## config.mk

```make
export PLATFORM = sky130hd
export DESIGN_NAME = pwm_trig_timer
export DESIGN_NICKNAME = d
export VERILOG_FILES = /design/src/rtl/pwm_trig_pkg.sv /design/src/rtl/pwm_cfg_regs.sv /design/src/rtl/pwm_pin_sync.sv /design/src/rtl/pwm_trig_ctrl.sv /design/src/rtl/pwm_count_core.sv /design/src/rtl/pwm_trig_timer.sv
export SDC_FILE = /design/constraint.sdc
export NUM_CORES = 1
export LEC_CHECK = 0
export BUFFER_PORTS_ARGS = -buffer_cell sky130_fd_sc_hd__buf_4
export CORE_ASPECT_RATIO = 1.1
export CORE_UTILIZATION = 50
export DETAILED_ROUTE_END_ITERATION = 7
export MAX_ROUTING_LAYER = met4
export PLACE_DENSITY = 0.68
export SLEW_MARGIN = 20
export SYNTH_ARGS = -nofsm -noshare
export SYNTH_HDL_FRONTEND = slang
export SYNTH_SLANG_ARGS = --single-unit
```

## constraint.sdc

```tcl
create_clock -name clk -period 10 [get_ports clk]
set_clock_uncertainty 0.15 [all_clocks]
set_input_delay 1 -clock clk [delete_from_list [all_inputs] [get_ports clk]]
set_output_delay 1 -clock clk [all_outputs]
set_load 0.05 [all_outputs]
```

## src/rtl/pwm_trig_pkg.sv

```systemverilog
package pwm_trig_pkg;

  localparam int PRESC_W   = 5;
  localparam int PRESC_MAX = 16;

  typedef enum logic [2:0] {
    A_MODE = 3'd0,
    A_TRIG = 3'd1,
    A_SW   = 3'd2,
    A_PER0 = 3'd3
  } cfg_addr_e;

  typedef struct packed {
    logic               mask;
    logic               rst_pol;
    logic               str_pol;
    logic [1:0]         rst_src;
    logic [1:0]         str_src;
    logic               clk_ext;
    logic               wave;
    logic [PRESC_W-1:0] presc;
    logic               sw_start;
    logic               sw_reset;
  } cfg_t;

  function automatic logic pick_src(input logic [1:0] src, input logic int_ev,
                                    input logic ext_ev);
    case (src)
      2'b01:   return ext_ev;
      2'b10:   return int_ev | ext_ev;
      default: return int_ev;
    endcase
  endfunction

endpackage

```

## src/rtl/pwm_cfg_regs.sv

```systemverilog
module pwm_cfg_regs
  import pwm_trig_pkg::*;
#(
  parameter int CNT_W  = 16,
  parameter int ADDR_W = 3
) (
  input  logic              clk,
  input  logic              rst_n,
  input  logic              we,
  input  logic [ADDR_W-1:0] addr,
  input  logic [7:0]        wdata,
  output cfg_t              cfg,
  output logic [CNT_W-1:0]  period,
  output logic [CNT_W-1:0]  cmp
);

  localparam int NB       = CNT_W / 8;
  localparam int PER_BASE = int'(A_PER0);
  localparam int CMP_BASE = PER_BASE + NB;

  always_ff @(posedge clk or negedge rst_n) begin
    if (!rst_n) begin
      cfg <= '0;
    end else if (we) begin
      if (addr == ADDR_W'(A_MODE)) begin
        cfg.wave  <= wdata[5];
        cfg.presc <= wdata[PRESC_W-1:0];
      end
      if (addr == ADDR_W'(A_TRIG)) begin
        cfg.clk_ext <= wdata[0];
        cfg.str_src <= wdata[2:1];
        cfg.rst_src <= wdata[4:3];
        cfg.str_pol <= wdata[5];
        cfg.rst_pol <= wdata[6];
        cfg.mask    <= wdata[7];
      end
      if (addr == ADDR_W'(A_SW)) begin
        cfg.sw_start <= wdata[0];
        cfg.sw_reset <= wdata[1];
      end
    end
  end

  for (genvar b = 0; b < NB; b++) begin : g_lane
    always_ff @(posedge clk or negedge rst_n) begin
      if (!rst_n) begin
        period[b*8 +: 8] <= '0;
        cmp[b*8 +: 8]    <= '0;
      end else if (we) begin
        if (addr == ADDR_W'(PER_BASE + b)) period[b*8 +: 8] <= wdata;
        if (addr == ADDR_W'(CMP_BASE + b)) cmp[b*8 +: 8]    <= wdata;
      end
    end
  end

endmodule

```

## src/rtl/pwm_pin_sync.sv

```systemverilog
module pwm_pin_sync #(
  parameter int N = 2
) (
  input  logic         clk,
  input  logic         rst_n,
  input  logic [N-1:0] pin,
  output logic [N-1:0] lvl,
  output logic [N-1:0] lvl_d
);

  logic [N-1:0] meta;

  for (genvar i = 0; i < N; i++) begin : g_pin
    always_ff @(posedge clk or negedge rst_n) begin
      if (!rst_n) begin
        meta[i]  <= 1'b0;
        lvl[i]   <= 1'b0;
        lvl_d[i] <= 1'b0;
      end else begin
        meta[i]  <= pin[i];
        lvl[i]   <= meta[i];
        lvl_d[i] <= lvl[i];
      end
    end
  end

endmodule

```

## src/rtl/pwm_trig_ctrl.sv

```systemverilog
module pwm_trig_ctrl
  import pwm_trig_pkg::*;
(
  input  logic       clk,
  input  logic       rst_n,
  input  logic       sw_start,
  input  logic       sw_reset,
  input  logic       mask,
  input  logic       str_pol,
  input  logic       rst_pol,
  input  logic [1:0] str_src,
  input  logic [1:0] rst_src,
  input  logic       pin_lvl,
  input  logic       pin_lvl_d,
  output logic       run,
  output logic       clr
);

  logic sw_start_q, sw_reset_q;
  logic pin_rise, pin_fall;
  logic int_start, int_rst, ext_start, ext_rst, start_ev;

  always_comb begin
    pin_rise  = pin_lvl & ~pin_lvl_d;
    pin_fall  = ~pin_lvl & pin_lvl_d;
    int_start = sw_start & ~sw_start_q;
    int_rst   = sw_reset & ~sw_reset_q;
    ext_start = str_pol ? pin_fall : pin_rise;
    ext_rst   = rst_pol ? pin_rise : pin_fall;
    start_ev  = ~mask & pick_src(str_src, int_start, ext_start);
    clr       = ~mask & pick_src(rst_src, int_rst, ext_rst);
  end

  always_ff @(posedge clk or negedge rst_n) begin
    if (!rst_n) begin
      sw_start_q <= 1'b0;
      sw_reset_q <= 1'b0;
      run        <= 1'b0;
    end else begin
      sw_start_q <= sw_start;
      sw_reset_q <= sw_reset;
      if (clr)           run <= 1'b0;
      else if (start_ev) run <= 1'b1;
    end
  end

endmodule

```

## src/rtl/pwm_count_core.sv

```systemverilog
module pwm_count_core
  import pwm_trig_pkg::*;
#(
  parameter int CNT_W = 16
) (
  input  logic               clk,
  input  logic               rst_n,
  input  logic               tick,
  input  logic               clr,
  input  logic [PRESC_W-1:0] presc,
  input  logic               wave,
  input  logic [CNT_W-1:0]   period,
  input  logic [CNT_W-1:0]   cmp,
  output logic [CNT_W-1:0]   cnt,
  output logic               pwm,
  output logic               adv,
  output logic               wrap
);

  localparam int PRE_W = PRESC_MAX;

  logic [PRESC_W-1:0] p_eff;
  logic [PRE_W:0]     one_sh;
  logic [PRE_W-1:0]   term;
  logic [PRE_W-1:0]   pre_q;
  logic               tog_q;

  always_comb begin
    p_eff  = (presc > PRESC_W'(PRESC_MAX)) ? PRESC_W'(PRESC_MAX) : presc;
    one_sh = {{PRE_W{1'b0}}, 1'b1} << p_eff;
    term   = PRE_W'(one_sh - 1'b1);
    adv    = tick & (pre_q >= term);
    wrap   = adv & (cnt >= period);
    pwm    = wave ? tog_q : (cnt < cmp);
  end

  always_ff @(posedge clk or negedge rst_n) begin
    if (!rst_n) begin
      pre_q <= '0;
      cnt   <= '0;
      tog_q <= 1'b0;
    end else if (clr) begin
      pre_q <= '0;
      cnt   <= '0;
      tog_q <= 1'b0;
    end else if (tick) begin
      pre_q <= adv ? '0 : pre_q + 1'b1;
      if (wrap) begin
        cnt   <= '0;
        tog_q <= ~tog_q;
      end else if (adv) begin
        cnt <= cnt + 1'b1;
      end
    end
  end

endmodule

```

## src/rtl/pwm_trig_timer.sv

```systemverilog
module pwm_trig_timer
  import pwm_trig_pkg::*;
#(
  parameter int CNT_W = 16,
  localparam int ADDR_W = $clog2(int'(A_PER0) + 2 * (CNT_W / 8))
) (
  input  logic              clk,
  input  logic              rst_n,
  input  logic              cfg_we,
  input  logic [ADDR_W-1:0] cfg_addr,
  input  logic [7:0]        cfg_wdata,
  input  logic              ext_clk,
  input  logic              ext_trig,
  output logic              pwm_out,
  output logic [CNT_W-1:0]  cnt_value
);

  cfg_t             cfg;
  logic [CNT_W-1:0] period, cmp;
  logic [1:0]       lvl, lvl_d;
  logic             run, clr, tick, adv, wrap;

  pwm_cfg_regs #(.CNT_W(CNT_W), .ADDR_W(ADDR_W)) u_regs (
    .clk(clk), .rst_n(rst_n), .we(cfg_we), .addr(cfg_addr), .wdata(cfg_wdata),
    .cfg(cfg), .period(period), .cmp(cmp)
  );

  pwm_pin_sync #(.N(2)) u_sync (
    .clk(clk), .rst_n(rst_n), .pin({ext_trig, ext_clk}), .lvl(lvl), .lvl_d(lvl_d)
  );

  pwm_trig_ctrl u_ctrl (
    .clk(clk), .rst_n(rst_n),
    .sw_start(cfg.sw_start), .sw_reset(cfg.sw_reset), .mask(cfg.mask),
    .str_pol(cfg.str_pol), .rst_pol(cfg.rst_pol),
    .str_src(cfg.str_src), .rst_src(cfg.rst_src),
    .pin_lvl(lvl[1]), .pin_lvl_d(lvl_d[1]),
    .run(run), .clr(clr)
  );

  assign tick = run & (cfg.clk_ext ? (lvl[0] & ~lvl_d[0]) : 1'b1);

  pwm_count_core #(.CNT_W(CNT_W)) u_core (
    .clk(clk), .rst_n(rst_n), .tick(tick), .clr(clr),
    .presc(cfg.presc), .wave(cfg.wave), .period(period), .cmp(cmp),
    .cnt(cnt_value), .pwm(pwm_out), .adv(adv), .wrap(wrap)
  );

endmodule

```

# After elaboration in Yosys (flattened, before gate mapping)
# Cells that the tools add are included.
# word_totals
reg_bits	90
latch_bits	0
ramBits	0
rom_bits	0
input_bits	16
memories	0
# op_classes
n_addsub	3
multipliers	0
div_mod_pow	0
magnitude_cmp	4
eq_ne	10
shifts	1
mux	19
bitwise_logic	19
reduce_logical	14
# ops
op	n
2-to-1 mux 16 bit	7
adder 16 x 1 -> 16 bit, second input constant	2
greater-or-equal comparator 16 bit	2
AND reduction 2 bit	9
< comparator 16 bit	1
<< shifter 1 x 5 -> 16 bit, first input constant	1
subtractor 16 x 1 -> 16 bit, second input constant	1
AND 1 bit	10
== test 3 bit, second input constant	3
2-to-1 mux 1 bit	9
inverter 1 bit	7
== test 3 x 2 -> 1 bit, second input constant	2
nonzero test 2 bit	3
> comparator 5 bit, second input constant	1
2-to-1 mux 5 bit	1
== test 2 x 1 -> 1 bit, second input constant	2
== test 2 bit, second input constant	2
one-hot mux 1 bit (2 select lines)	2
== test 3 x 1 -> 1 bit, second input constant	1
zero test 3 bit	1
nonzero test 3 bit	1
bitwise OR 1 bit	2

# Depth between registers and ports, before layout
# Gate-level depths: netlist of run 1.
# logic_depth
ltp_word	10
mapped_depth	16
ltp_nobuf	14

# Cells and area by module
# From an unflattened synthesis of run 1, not the netlist that was laid out.
# unflattened
hier_cells	529
hier_area_um2	5422.7
# by_module_without_submodules
mod	instances	cells_each	area_each_um2
pwm_count_core	1	386	3121.7
pwm_cfg_regs	1	109	1889.3
pwm_trig_ctrl	1	26	247.7
pwm_pin_sync	1	6	150.1
pwm_trig_timer	1	2	13.8

# Worst setup path after synthesis of run 1
# No wires, ideal clock.
# synth_timing
kind	reg2reg
from	register, netlist name u_regs.cfg[4]
to	register u_core.tog_q
setup_time_ns	0.079
arrival_time_ns	3.763
t_required_ns	9.771
path_slack_ns	6.008
path_stages_with_launch	16
n_path_buf	1
synth_period_minus_slack_ns	3.992
path_cell_list	dfrtp_1 > clkbuf_1 > nor3_1 > nand3b_1 > ha_1 > nor3_1 > a22o_1 > a22o_1 > a21boi_0 > ha_1 > nand4_1 > or4_1 > o32a_1 > and2_4 > or4_1 > a21oi_1
# synth_via
elab_chain_cells	9
# synth_rtl
item	line	source
> comparator 5 bit	pwm_count_core.sv:29	p_eff = (presc > PRESC_W'(PRESC_MAX)) ? PRESC_W'(PRESC_MAX) : presc;
2-to-1 mux 5 bit *	pwm_count_core.sv:29	
<< shifter 1 x 5 -> 16 bit *	pwm_count_core.sv:30	one_sh = {{PRE_W{1'b0}}, 1'b1} << p_eff;
subtractor 16 x 1 -> 16 bit *	pwm_count_core.sv:31	term = PRE_W'(one_sh - 1'b1);
greater-or-equal comparator 16 bit *	pwm_count_core.sv:32	adv = tick & (pre_q >= term);
AND 1 bit *	pwm_count_core.sv:32	
AND 1 bit *	pwm_count_core.sv:33	wrap = adv & (cnt >= period);
nonzero test 2 bit (no source line) *	-	
AND reduction 2 bit (no source line) *	-	
to (signal assigned)	pwm_count_core.sv:50	tog_q <= ~tog_q;
to (decl)	pwm_count_core.sv:26	logic tog_q;
# Every way passes the cells marked *; elsewhere a longest branch is shown, timed or not.
# A chain may end at the register's enable or synchronous reset.

# Worst setup path in the final report of run 1
# layout_timing
from	register, netlist name u_regs.cfg[4]
to	register u_core.cnt[7]
# layout_via
elab_chain_cells	10
elab_cells_between_ends	12
# layout_rtl
item	line	source
> comparator 5 bit	pwm_count_core.sv:29	
2-to-1 mux 5 bit *	pwm_count_core.sv:29	
<< shifter 1 x 5 -> 16 bit *	pwm_count_core.sv:30	
subtractor 16 x 1 -> 16 bit *	pwm_count_core.sv:31	
greater-or-equal comparator 16 bit *	pwm_count_core.sv:32	
AND 1 bit *	pwm_count_core.sv:32	
AND 1 bit	pwm_count_core.sv:33	
2-to-1 mux 16 bit	pwm_count_core.sv:48	if (wrap) begin
2-to-1 mux 16 bit	pwm_count_core.sv:46	end else if (tick) begin
2-to-1 mux 16 bit	pwm_count_core.sv:42	end else if (clr) begin
to (signal assigned)	pwm_count_core.sv:52	cnt <= cnt + 1'b1;
to (decl)	pwm_count_core.sv:14	output logic [CNT_W-1:0] cnt,
# Every way passes the cells marked *; elsewhere a longest branch is shown, timed or not. The select of a mux whose other input is x is not followed.

==> out/qor.csv, run 1 <==
metric;value;unit
outcome;finished, final reports clean;
ys_top_cells_by_area;dfrtp_1, ha_1, mux2_2;
register_area;2252;µm²
cp_data_arrival_time;5.50;ns
drtPass1Iterations;4;
power_density;180.2;nW/µm²
routed_via_density;5.903;
core;10490;µm²
ant_nets;0;
ctsHoldBuffers;0;
slowest_delay;0.59;ns
setup_ws;4.580;ns
cts-resized-gates;0;
synthesis.nets;632;
die_x;101.5;µm
period_needed;5.420;ns
syn-cell-area;5443;µm²
cts_buffer_depth;2;
async_reset_ff_frac;1.000;
finalPower;1.110;mW
syn2layout_area_growth;13.17;%
crit_chain;nor3_1 -> nand3b_1 -> ha_1 -> nor3_1 -> a22o_1 -> a22o_1 -> a21boi_0 -> ha_1 -> nand4_1 -> or4_1 -> o32a_1 -> a21oi_2 -> nand2_1 -> o41ai_1;
clk_pin_slew_worst_paths;0.07;ns
synth_top_area_share;0.4138;
grt.overflow.total;0;
max-slew-margin-rel;0.3130;
slowest_stage;a21oi_2;
min_period_over_period;0.5420;
dp_hpwl;8792;µm
drc_errors;0;
numCtsBuffers;9;
die_h;111.4;µm
ys_warn_count;0;
cts_setup_buffers;0;
antennaDiodeCount;0;
cts_root_buf;clkbuf_16;
die-area;11310;µm²
clk_latency;0.35;ns
final-setup-viol-count;0;
ios;33;
yosys.area.top_type;dfrtp_1;
hold_viol;0;
place_ws;4.672;ns
grt_pass1_vias;4175;
cap_violations;0;
grt_max_degree;56;
ys_seq_area_frac;0.4138;
ys_types;54;
multi_input_area;2934;µm²
max_freq;0.1845;GHz
syn_area_per_cell;9.685;µm²
nNetsFinal;658;
wl_per_cell;17.06;µm
drtIter0Drc;221;
worstMarginPinSlew;1.023;ns
drive_above_1_share;0.1554;
drt_wl_total;12540;µm
end_kind;flop;
initial_utilization;0.5188;
rrSetupSlack;4.58;ns
antenna_found_initial;0;
cts-htree-levels;3;
cp_max_fo;17;
rsz0062_at_grt;false;
setup_tns;0;ns
drv_slew;0;
synthCells;562;
synth_edf_count;0;
critPathTopFamily;simple AND/OR/NAND/NOR gates;
final_util;0.5871;
port_buffers;32;
tritoncts_num_sinks;90;
fillers;920;
power.leakage;2.898;nW
rows;39;
startpoint_type;flop;
worstSetupPathType;flop to flop;
min_path_type;flop to flop;
ys_seq_elements;90;
grt_use_total;0.2468;
grt_pass1_wl;20940;µm
crit_buf_inv;0;
critPathRequiredTime;10.08;ns
peakVddDrop;0.0001414;V
gp_congestion;0.7916;
cts_tree;done;
vias;4339;
synth_flop_cell;dfrtp_1;
==> metrics by stage <==
step           cell area [µm²]  instances  hold WS [ns]
2_1_floorplan             5443        562        0.1812
5_1_grt                   6160        735        0.2104
6_report                  6160        735        0.1993
3_3_place_gp              5819        720        0.1855
3_5_place_dp              5819        720        0.1863
4_1_cts                   6160        735        0.2004
==> synthesized netlist by cell type, types with 8 or more instances <==
master    number
o21ai_0       24
and3_1        10
nand4_1       15
mux2_2        34
a21oi_1       21
nand3_1       20
inv_1         45
nor2_1        29
o211ai_1       8
nand2_1       60
clkbuf_1      17
or3_1          8
nor3_1         8
a21o_1         8
ha_1          54
dfrtp_1       90
==> layer usage <==
layer / part of all wire / up-vias / track usage
met5: 0 / - / -
met4: 0.016 / 0 / 0.08019
met3: 0.047 / 15 / 0.03704
met2: 0.47 / 97 / 0.3687
met1: 0.47 / 2130 / 0.3436
li1: - / 2097 / -
==> state kept, by name (all words and copies together) (netlist names) <==
register           flops
u_regs.period         16
u_sync.lvl             2
u_sync.meta            2
u_core.tog_q           1
u_ctrl.sw_reset_q      1
u_core.cnt            16
u_core.pre_q          16
u_sync.lvl_d           2
u_regs.cfg            16
u_ctrl.run             1
u_ctrl.sw_start_q      1
u_regs.cmp            16
==> final timing paths <==
path | startpoint | end | depth (start not counted)
max | u_regs.cfg[4]$_DFFE_PN0P_ | u_core.cnt[7]$_DFFE_PN0P_ | 14
min | u_sync.meta[0]$_DFF_PN0_ | u_sync.lvl[0]$_DFF_PN0_ | 0
max reg2reg | u_regs.cfg[4]$_DFFE_PN0P_ | u_core.cnt[7]$_DFFE_PN0P_ | 14
min reg2reg | u_sync.meta[0]$_DFF_PN0_ | u_sync.lvl[0]$_DFF_PN0_ | 0
max in group asynchronous | rst_n | u_sync.meta[1]$_DFF_PN0_ | 2
min in group asynchronous | rst_n | u_core.cnt[10]$_DFFE_PN0P_ | 1
==> cell type report <==
type                       count  share of cell area
sequential                    90              0.3656
timing repair buffer          38             0.04631
tap                          143             0.02905
multi-input combinational    404              0.4763
inverter                      45             0.02742
clock buffer                   9             0.03656
clock inverter                 6             0.01869
==> worst register-to-register path, delay by kind of cell (launching register included) <==
family / cells / cell delay [ns]
and+or+nand+nor: 6 / 2.07
AOI/OAI and AO/OA: 6 / 1.83
adders and majority gates: 2 / 0.71
DFF: 1 / 0.55
==> power breakdown <==
group / total, mW / internal (mW) / switching [mW] / leakage [nW]
Clock: 0.390 / 0.244 / 0.146 / 0.162
Sequential: 0.465 / 0.418 / 0.0477 / 1.14
Combinational: 0.254 / 0.106 / 0.148 / 1.59
==> cells by family after synthesis <==
kind of cell    after synthesis  share of synthesized area
mux                          34                    0.07035
fa+ha+maj                    54                     0.1241
buf+inv                      68                    0.04804
compound gates              119                     0.1515
simple gates                183                     0.1697
xor+xnor                     14                    0.02253
flops                        90                     0.4138
==> cell usage in the layout, fill, tap and decap left out, types with 6 or more instances in the layout <==
master     Yosys  final
nand2_1       60     60
a21oi_1       21     21
nand4_1       15     15
mux2_2        34     34
or3_1          8      8
a21o_1         8      8
o21a_1         6      6
buf_4          0     38
dfrtp_1       90     90
xor2_1         7      7
nand3b_1       6      6
nor3_1         8      8
xnor2_1        7      7
nor2_1        29     29
ha_1          54     54
o21ai_0       24     24
inv_1         45     45
nand3_1       20     20
and3_1        10     10
o211ai_1       8      8
clkbuf_16      0      9
(Power assumes the default switching activity.)
==> run 2: changes to the inputs <==
==> constraint.sdc (replaced) <==
create_clock -name clk -period 5.6 [get_ports clk]
set_clock_uncertainty 0.15 [all_clocks]
set_input_delay 0.56 -clock clk [delete_from_list [all_inputs] [get_ports clk]]
set_output_delay 0.56 -clock clk [all_outputs]
set_load 0.05 [all_outputs]
==> run 2 against run 1 <==
- power rose by 66%
- sequential share of layout area up 0.31 points
- first-iteration DRC count is 24% lower
- clock power up 43%
- clock-buffer cell count increased by 1
- maximum frequency grew 11%
- utilization fell by 0.50 points
==> out/qor.csv, run 2 (synthesized netlist as in run 1, its figures left out) <==
metric;value;unit
outcome;finished, final reports clean;
gp_congestion;0.8002;
drv_slew;0;
fillers;941;
antennaDiodeCount;0;
numCtsBuffers;9;
dp_hpwl;8785;µm
cts_setup_buffers;0;
cts_root_buf;clkbuf_16;
min_path_type;input port to flop;
ctsHoldBuffers;1;
drt_wl_total;12390;µm
final-setup-viol-count;0;
vias;4358;
antenna_found_initial;0;
end_kind;flop;
wl_per_cell;16.81;µm
grt_pass1_wl;20610;µm
port_buffers;32;
max-slew-margin-rel;0.3431;
drtIter0Drc;167;
final_util;0.5821;
rows;39;
ios;33;
cp_max_fo;17;
worstSetupPathType;flop to flop;
setup_ws;0.7370;ns
cts-resized-gates;0;
peakVddDrop;0.0001699;V
period_needed;4.863;ns
cap_violations;0;
initial_utilization;0.5188;
placement.cell_area;5827;µm²
power_density;301.6;nW/µm²
critPathRequiredTime;5.64;ns
cts_buffer_depth;2;
slowest_delay;0.68;ns
die_x;101.5;µm
register_area;2252;µm²
startpoint_type;flop;
clk_pin_slew_worst_paths;0.06;ns
syn2layout_area_growth;12.21;%
die_h;111.4;µm
final_common_cell;dfrtp_1;
setup_tns;0;ns
layout_common_cells;dfrtp_1, nand2_1, ha_1, inv_1, buf_4;
worstMarginPinSlew;0.9778;ns
tritoncts_num_sinks;90;
drc_errors;0;
slowest_stage;o21ai_1;
clk_latency;0.34;ns
drtPass1Iterations;6;
max_freq;0.2056;GHz
power.leakage;2.880;nW
grt.overflow.total;0;
crit_chain;nor3_1 -> nand3b_1 -> ha_1 -> nor3_1 -> a22o_1 -> a22o_1 -> a21boi_0 -> ha_1 -> nand4_1 -> or4_1 -> o32a_1 -> and2_4 -> o21ai_1 -> nor2_1;
grt_max_degree;68;
multi_input_area;2934;µm²
rsz0062_at_grt;false;
drive_above_1_share;0.1566;
hold_viol;0;
nNetsFinal;660;
cts-htree-levels;3;
cp_data_arrival_time;4.90;ns
min_period_over_period;0.8684;
cts_tree;done;
routed_via_density;5.913;
grt_pass1_vias;4173;
final_area;6107;µm²
ant_nets;0;
grt_use_total;0.2428;
die-area;11310;µm²
place_ws;0.7448;ns
core;10490;µm²
-- run 2: changes by cell type in the layout (fill, tap and decap cells not counted) --
cell           delta
bufinv_16         -3
clkinv_2          +3
buf_4             +1
clkbuf_8          +1
dlygate4sd3_1     +1
inv_6             -1
-- run 2: metal layers --
layer | share of wire | routed length [µm] | track usage | up-vias
met5 | 0 | 0 | - | -
met4 | 0.021 | 259 | 0.1005 | 0
met3 | 0.045 | 554 | 0.02825 | 21
met2 | 0.47 | 5798 | 0.3692 | 109
met1 | 0.47 | 5776 | 0.3285 | 2132
li1 | - | - | - | 2096
-- run 2: report_power, final --
group / switching (mW) / internal (mW)
logic: 0.265 / 0.191
clock network: 0.249 / 0.309
registers: 0.0828 / 0.746
total: 0.597 / 1.24
-- run 2: layout make-up --
class                           count  area share
Clock buffer                       10     0.03913
Clock inverter                      5    0.005122
Inverter                           45     0.02766
Multi-Input combinational cell    404      0.4804
Sequential cell                    90      0.3688
Tap cell                          143     0.02930
Timing Repair Buffer               40     0.04958
-- run 2: final timing paths --
check | slack, ns | depth (start not counted) | end | startpoint
worst max register to register | 0.74 | 14 | u_core.pre_q[10]$_DFFE_PN0P_ | u_regs.cfg[4]$_DFFE_PN0P_
worst min-delay path | 0.17 | 1 | u_sync.meta[0]$_DFF_PN0_ | ext_clk
worst min register to register | 0.21 | 0 | u_sync.lvl[0]$_DFF_PN0_ | u_sync.meta[0]$_DFF_PN0_
max in group asynchronous | 3.66 | 3 | u_regs.period[7]$_DFFE_PN0P_ | rst_n
worst max-delay path | 0.74 | 14 | u_core.pre_q[10]$_DFFE_PN0P_ | u_regs.cfg[4]$_DFFE_PN0P_
min in group asynchronous | 0.50 | 2 | u_core.cnt[2]$_DFFE_PN0P_ | rst_n
-- run 2: stage by stage --
step / hold WS (ns) / std cells / power, mW
3_3_place_gp: 0.1854 / 721 / 1.268
4_1_cts: 0.1638 / 737 / 1.850
3_5_place_dp: 0.1910 / 721 / 1.290
6_report: 0.1724 / 737 / 1.842
5_1_grt: 0.1649 / 737 / 1.950
2_1_floorplan: 0.1144 / 562 / 1.157
-- run 2: worst max-delay path: cells and delay by family, from the launching register on --
| kind | cells | cell delay (ns) |
|---|---|---|
| flip-flops | 1 | 0.56 |
| adder cells (fa/ha/maj) | 2 | 0.70 |
| AND/OR/NAND/NOR | 7 | 1.88 |
| AO/OA/AOI/OAI | 5 | 1.43 |
